[src/rtl/shadow_cfg_pkg.sv]
package shadow_cfg_pkg;

  localparam int CFG_AW    = 8;
  localparam int CFG_BYTES = 1 << CFG_AW;

  localparam logic [CFG_AW-1:0] OFF_SHADOW = 8'h44;
  localparam logic [CFG_AW-1:0] OFF_PROT   = 8'h45;

  typedef enum logic [1:0] {
    ROUTE_DRAM = 2'd0,
    ROUTE_ROM  = 2'd1,
    ROUTE_DROP = 2'd2
  } route_e;

  function automatic logic cfg_writable(input logic [CFG_AW-1:0] off);
    return ((off >= 8'h04) && (off <= 8'h07)) || (off >= 8'h40);
  endfunction

  function automatic logic [7:0] cfg_reset_byte(input logic [CFG_AW-1:0] off);
    logic [7:0] v;
    case (off)
      8'h00:   v = 8'h39;
      8'h01:   v = 8'h10;
      8'h02:   v = 8'h96;
      8'h03:   v = 8'h04;
      8'h04:   v = 8'h07;
      8'h06:   v = 8'h80;
      8'h07:   v = 8'h02;
      8'h08:   v = 8'h02;
      8'h0B:   v = 8'h06;
      default: v = 8'h00;
    endcase
    return v;
  endfunction

endpackage

[src/rtl/shadow_cfg_regs.sv]
module shadow_cfg_regs
  import shadow_cfg_pkg::*;
#(
  parameter int SEG_COUNT  = 4,
  parameter int SHADOW_LSB = 4
) (
  input  logic                 clk,
  input  logic                 rst_n,
  input  logic [CFG_AW-1:0]    addr,
  input  logic                 we,
  input  logic [7:0]           wdata,
  output logic [7:0]           rdata,
  output logic [SEG_COUNT-1:0] shadow_en,
  output logic                 wprot
);

  logic [7:0] bytes_q [CFG_BYTES];

  for (genvar i = 0; i < CFG_BYTES; i++) begin : g_byte
    if (cfg_writable(CFG_AW'(i))) begin : g_rw
      logic       en;
      logic [7:0] d;
      logic [7:0] q;

      always_comb begin
        en = we && (addr == CFG_AW'(i));
        d  = wdata;
      end

      always_ff @(posedge clk or negedge rst_n) begin
        if (!rst_n)  q <= cfg_reset_byte(CFG_AW'(i));
        else if (en) q <= d;
      end

      assign bytes_q[i] = q;
    end else begin : g_ro
      assign bytes_q[i] = cfg_reset_byte(CFG_AW'(i));
    end
  end

  assign rdata     = bytes_q[addr];
  assign shadow_en = bytes_q[OFF_SHADOW][SHADOW_LSB +: SEG_COUNT];
  assign wprot     = bytes_q[OFF_PROT][0];

endmodule

[src/rtl/shadow_seg_decode.sv]
module shadow_seg_decode
  import shadow_cfg_pkg::*;
#(
  parameter int ADDR_W    = 20,
  parameter int SEG_SHIFT = 15,
  parameter int SEG_COUNT = 4,
  parameter int SEG_FIRST = 28
) (
  input  logic [ADDR_W-1:0]    addr,
  input  logic                 wr,
  input  logic [SEG_COUNT-1:0] shadow_en,
  input  logic                 wprot,
  output logic                 sel_dram,
  output logic                 sel_rom,
  output logic                 wr_drop
);

  localparam int IDX_W = ADDR_W - SEG_SHIFT;

  logic [IDX_W-1:0]     seg_idx;
  logic [SEG_COUNT-1:0] seg_hit;
  logic                 in_area;
  logic                 shadowed;
  route_e               route;

  assign seg_idx = addr[ADDR_W-1:SEG_SHIFT];

  for (genvar k = 0; k < SEG_COUNT; k++) begin : g_seg
    assign seg_hit[k] = (seg_idx == IDX_W'(SEG_FIRST + k));
  end

  assign in_area  = |seg_hit;
  assign shadowed = |(seg_hit & shadow_en);

  always_comb begin
    route = ROUTE_DRAM;
    if (in_area) begin
      if (!shadowed)   route = wr ? ROUTE_DRAM : ROUTE_ROM;
      else if (wr)     route = wprot ? ROUTE_DROP : ROUTE_DRAM;
      else             route = ROUTE_DRAM;
    end
  end

  assign sel_dram = (route == ROUTE_DRAM);
  assign sel_rom  = (route == ROUTE_ROM);
  assign wr_drop  = (route == ROUTE_DROP);

endmodule

[src/rtl/shadow_bridge_cfg.sv]
module shadow_bridge_cfg
  import shadow_cfg_pkg::*;
#(
  parameter int ADDR_W    = 20,
  parameter int SEG_SHIFT = 15,
  parameter int SEG_COUNT = 4,
  parameter int SEG_FIRST = 28
) (
  input  logic              clk,
  input  logic              rst_n,
  input  logic [CFG_AW-1:0] cfg_addr,
  input  logic              cfg_we,
  input  logic [7:0]        cfg_wdata,
  output logic [7:0]        cfg_rdata,
  input  logic [ADDR_W-1:0] mem_addr,
  input  logic              mem_wr,
  output logic              sel_dram,
  output logic              sel_rom,
  output logic              wr_drop,
  output logic              shadow_any
);

  logic [1:0]           rst_sync_q;
  logic                 rst_int_n;
  logic [SEG_COUNT-1:0] shadow_en;
  logic                 wprot;

  always_ff @(posedge clk or negedge rst_n) begin
    if (!rst_n) rst_sync_q <= 2'b00;
    else        rst_sync_q <= {rst_sync_q[0], 1'b1};
  end

  assign rst_int_n = rst_sync_q[1];

  shadow_cfg_regs #(
    .SEG_COUNT  (SEG_COUNT),
    .SHADOW_LSB (4)
  ) u_regs (
    .clk       (clk),
    .rst_n     (rst_int_n),
    .addr      (cfg_addr),
    .we        (cfg_we),
    .wdata     (cfg_wdata),
    .rdata     (cfg_rdata),
    .shadow_en (shadow_en),
    .wprot     (wprot)
  );

  shadow_seg_decode #(
    .ADDR_W    (ADDR_W),
    .SEG_SHIFT (SEG_SHIFT),
    .SEG_COUNT (SEG_COUNT),
    .SEG_FIRST (SEG_FIRST)
  ) u_dec (
    .addr      (mem_addr),
    .wr        (mem_wr),
    .shadow_en (shadow_en),
    .wprot     (wprot),
    .sel_dram  (sel_dram),
    .sel_rom   (sel_rom),
    .wr_drop   (wr_drop)
  );

  assign shadow_any = |shadow_en;

endmodule

[config.mk]
export PLATFORM = sky130hd
export DESIGN_NAME = shadow_bridge_cfg
export DESIGN_NICKNAME = d
export VERILOG_FILES = /design/src/rtl/shadow_cfg_pkg.sv /design/src/rtl/shadow_cfg_regs.sv /design/src/rtl/shadow_seg_decode.sv /design/src/rtl/shadow_bridge_cfg.sv
export SDC_FILE = /design/constraint.sdc
export NUM_CORES = 2
export LEC_CHECK = 0
export BUFFER_PORTS_ARGS = -buffer_cell sky130_fd_sc_hd__buf_2
export CAP_MARGIN = 20
export CORE_ASPECT_RATIO = 1.4
export CORE_MARGIN = 2
export CORE_UTILIZATION = 50
export DETAILED_ROUTE_END_ITERATION = 12
export PLACE_DENSITY = 0.68
export SYNTH_ARGS = -nofsm -noshare
export SYNTH_HDL_FRONTEND = slang
export SYNTH_SLANG_ARGS = --single-unit
[constraint.sdc]
create_clock -name clk -period 47.9 [get_ports clk]
set_input_delay 4.79 -clock clk [delete_from_list [all_inputs] [get_ports clk]]
set_output_delay 4.79 -clock clk [all_outputs]
set_load 0.02 [all_outputs]
==> impl_metrics.tcl <==
set metrics [dict create \
    status "finished clean" \
    cts.sinks 1570 \
    clock_path_buffers 3 \
    intPower_mw 2.18 \
    yosys-top-cells-area "dfrtp_1 (55%), mux2_2 (25%), mux4_2 (13%)" \
    drtIter0Drc 3220 \
    cpLargestDelayFamily "buffers and inverters" \
    cts_tree "built" \
    antenna_found_initial 6 \
    routed_wl_um 184000 \
    power.switching_uw 677 \
    crit_fanout 80 \
    critPathBufInv 5 \
    grt_max_degree 182 \
    cp-end-kind "output port" \
    first_global_vias 42200 \
    setup-violations-final 0 \
    dr.pass1.iters 7 \
    synth_edf_count 0 \
    cp_cell_sequence "buf_8 -> buf_12 -> buf_4 -> buf_12 -> mux4_2 -> a22oi_1 -> a21oi_1 -> nor4_1 -> o32ai_1 -> a41o_1 -> buf_2" \
    p_total_mw 2.85 \
    start_kind "input port" \
    use_met1_pct 34.8 \
    dieHeight_um 451 \
    synth.most_common_cell "mux2_2" \
    grtUsageMet3_pct 4.31 \
    cts_resized 0 \
    crit_required_ps 43110 \
    track_usage_pct 25.8 \
    use_met2_pct 42.2 \
    slew_viol_final 0 \
    synth_cells 4531 \
    dp_hpwl_um 114000 \
    cts_buffers 151 \
    worstReg2RegEnd "u_regs.g_byte[235].g_rw.q[3]$_DFFE_PN0P_" \
    place.gp.congestion 0.810 \
    instances_no_fill 6472 \
    synthTopCellsByCount "mux2_2 (1573), dfrtp_1 (1565), mux4_2 (417)" \
    seq_area_um2 39300 \
    p_seq_share_pct 49.8 \
    start_util_pct 50.3 \
    io_pins 52 \
    syn_avg_cell_area_um2 15.8 \
    sw_frac_of_total_pct 23.7 \
    nFillCells 11400 \
    fin_setup_tns_ps 0 \
    core_um2 142000 \
    synthArstFlopShare_pct 100 \
    io_buffers 36 \
    dieArea_um2 146000 \
    synth-seq-cells 1570 \
    worst_pin_slew_ps 1120 \
    grt_pass1_wl_um 279000 \
    clk_latency_ps 800 \
    synth_area_um2 71500 \
    synth_cell_types 56 \
    crit_start "cfg_addr[0]" \
    root_buffer "clkbuf_16" \
    max-cap-violations 0 \
    worstSetupPathType "input port to output port" \
    r2r_setup_slack_ps 42930 \
    hold_viol_final 0 \
    postCtsSetupBuffers 0 \
    cts_max_level 4 \
    synth_top_area_cell "dfrtp_1" \
    max-vdd-ir-drop_mv 0.0347 \
    synthToLayoutAreaGrowth_pct 9.51 \
    drtAntennaViolNets 0 \
    postCtsHoldBufs 0 \
    dp.cells 6198 \
    seq_area_frac_synth_pct 55.0 \
    combPwrFrac_pct 8.0 \
    min_period_ps 15030 \
    rr_worst_depth 6 \
    synthesis.nets 4575 \
    grt.busiest_layer "met2" \
    clkSlewWorstSetupHoldPaths_ps 60 \
    utilization_pct 55.0 \
    cp_slowest_cell "nor4_1" \
    post-route-period-util_pct 31.4 \
    grt-ovfl-total 0 \
    fin_nets 4488 \
    hold_path.class "flop to flop" \
    skew_ps 19.4 \
    rsz0062_at_grt "no" \
    max_slew_margin_pct 25.2 \
    vias 40200 \
    drc 0 \
    crit_path_frequent_cell "buf_12" \
    holdPathStages 0 \
    multi_input_area_um2 30600 \
    cpPeakStageDelay_ps 860 \
    viasPerCell 6.22 \
    min_from "rst_sync_q[0]$_DFF_PN0_" \
    power.share.clock_pct 42.3 \
    yosysWarningCount 0 \
    drt-wirelength-per-cell_um 28.4 \
    synth_flop_cell "dfrtp_1" \
    hold_path_end "rst_sync_q[1]$_DFF_PN0_" \
    power.leakage_nw 36.9 \
    yosys.area.top_type_share_pct 54.8 \
    crit_arrival_ps 10240 \
    drive_gt1_share_pct 51.7 \
    r2r-start "rst_sync_q[1]$_DFF_PN0_" \
    die_w_um 324 \
    fmax_mhz 66.5 \
    power_density_nw_per_um2 36.5 \
    rows 164 \
]
==> cell type report <==
type / count / share of cell area (%)
Sequential cell: 1570 / 50.2
Multi-Input combinational cell: 2604 / 39.1
Clock buffer: 224 / 5.77
Tap cell: 1909 / 3.05
Timing Repair Buffer: 114 / 1.22
Clock inverter: 46 / 0.588
Inverter: 3 / 0.0144
Antenna cell: 2 / 0.00640
==> power by group through the flow <==
stage	Combinational, mW	Sequential, mW	Clock [mW]
final	0.227	1.42	1.21
after global routing	0.245	1.43	1.28
after CTS	0.230	1.42	1.23
after detailed placement	0.230	1.44	0
after global placement	0.224	1.44	0
after floorplan	0.151	1.46	0
==> logic make-up after synthesis <==
group	count (synthesis)	synth area share [%]
buf+inv	357	2.21
simple gates	388	2.35
mux	2048	38.7
fa+ha+maj	4	0.0700
compound gates	163	1.64
other cells	1	0.00525
flops	1570	55.0
==> routing by layer <==
layer,up-vias,part of all wire (%)
li1,16700,-
met1,22200,41
met2,985,50
met3,310,4.9
met4,8,3.6
met5,-,0.023
==> sequential cells by signal, summed over array words and instances (netlist names) <==
register / cells
rst_sync_q: 2
u_regs.g_byte.g_rw.q: 1568
==> placed cells by master (no fill, tap or decap), types with 5 or more instances in the layout <==
cell type / netlist / final
a32oi_1: 20 / 20
buf_2: 48 / 24
nand3_1: 33 / 32
nand2_1: 124 / 124
buf_6: 14 / 8
mux4_2: 417 / 417
nand2b_1: 5 / 5
mux2_2: 1573 / 1573
clkinv_2: 0 / 28
nand4_1: 8 / 8
buf_12: 0 / 5
dfstp_2: 5 / 5
nor3_1: 10 / 10
nor2_1: 165 / 164
nor2b_1: 10 / 6
a21oi_1: 29 / 29
clkbuf_16: 0 / 156
and2_1: 9 / 9
nor4_1: 6 / 5
o22a_1: 6 / 6
a22oi_1: 54 / 54
clkbuf_8: 0 / 36
o221ai_1: 6 / 6
buf_4: 19 / 72
mux2i_1: 58 / 58
o22ai_1: 18 / 18
clkbuf_1: 252 / 32
bufinv_16: 0 / 6
dfrtp_1: 1565 / 1564
a31oi_1: 5 / 5
clkinv_8: 0 / 5
==> worst reg2reg max path, cell delays in order (launching register included) <==
cell     delay, ps
dfrtp_4        980
buf_4          800
buf_4          350
buf_16         320
buf_4          770
buf_12         710
buf_4         1040
==> worst max path at each step <==
stage	end	cells past startpoint
floorplan	u_regs.g_byte[100].g_rw.q[0]$_DFFE_PN0P_	0
global placement	cfg_rdata[7]	11
detailed placement	cfg_rdata[7]	11
CTS	cfg_rdata[7]	11
global route	cfg_rdata[7]	11
finish	cfg_rdata[7]	11
==> per-stage QoR <==
step                setup slack (ps)  area [µm²]  hold slack, ps
floorplan                        904       71500             331
global placement               32920       73200             338
detailed placement             32940       73200             338
CTS                            32900       78200             352
global route                   32710       78300             365
finish                         32870       78300             348
Note: power is estimated with default switching activity, not from simulation.
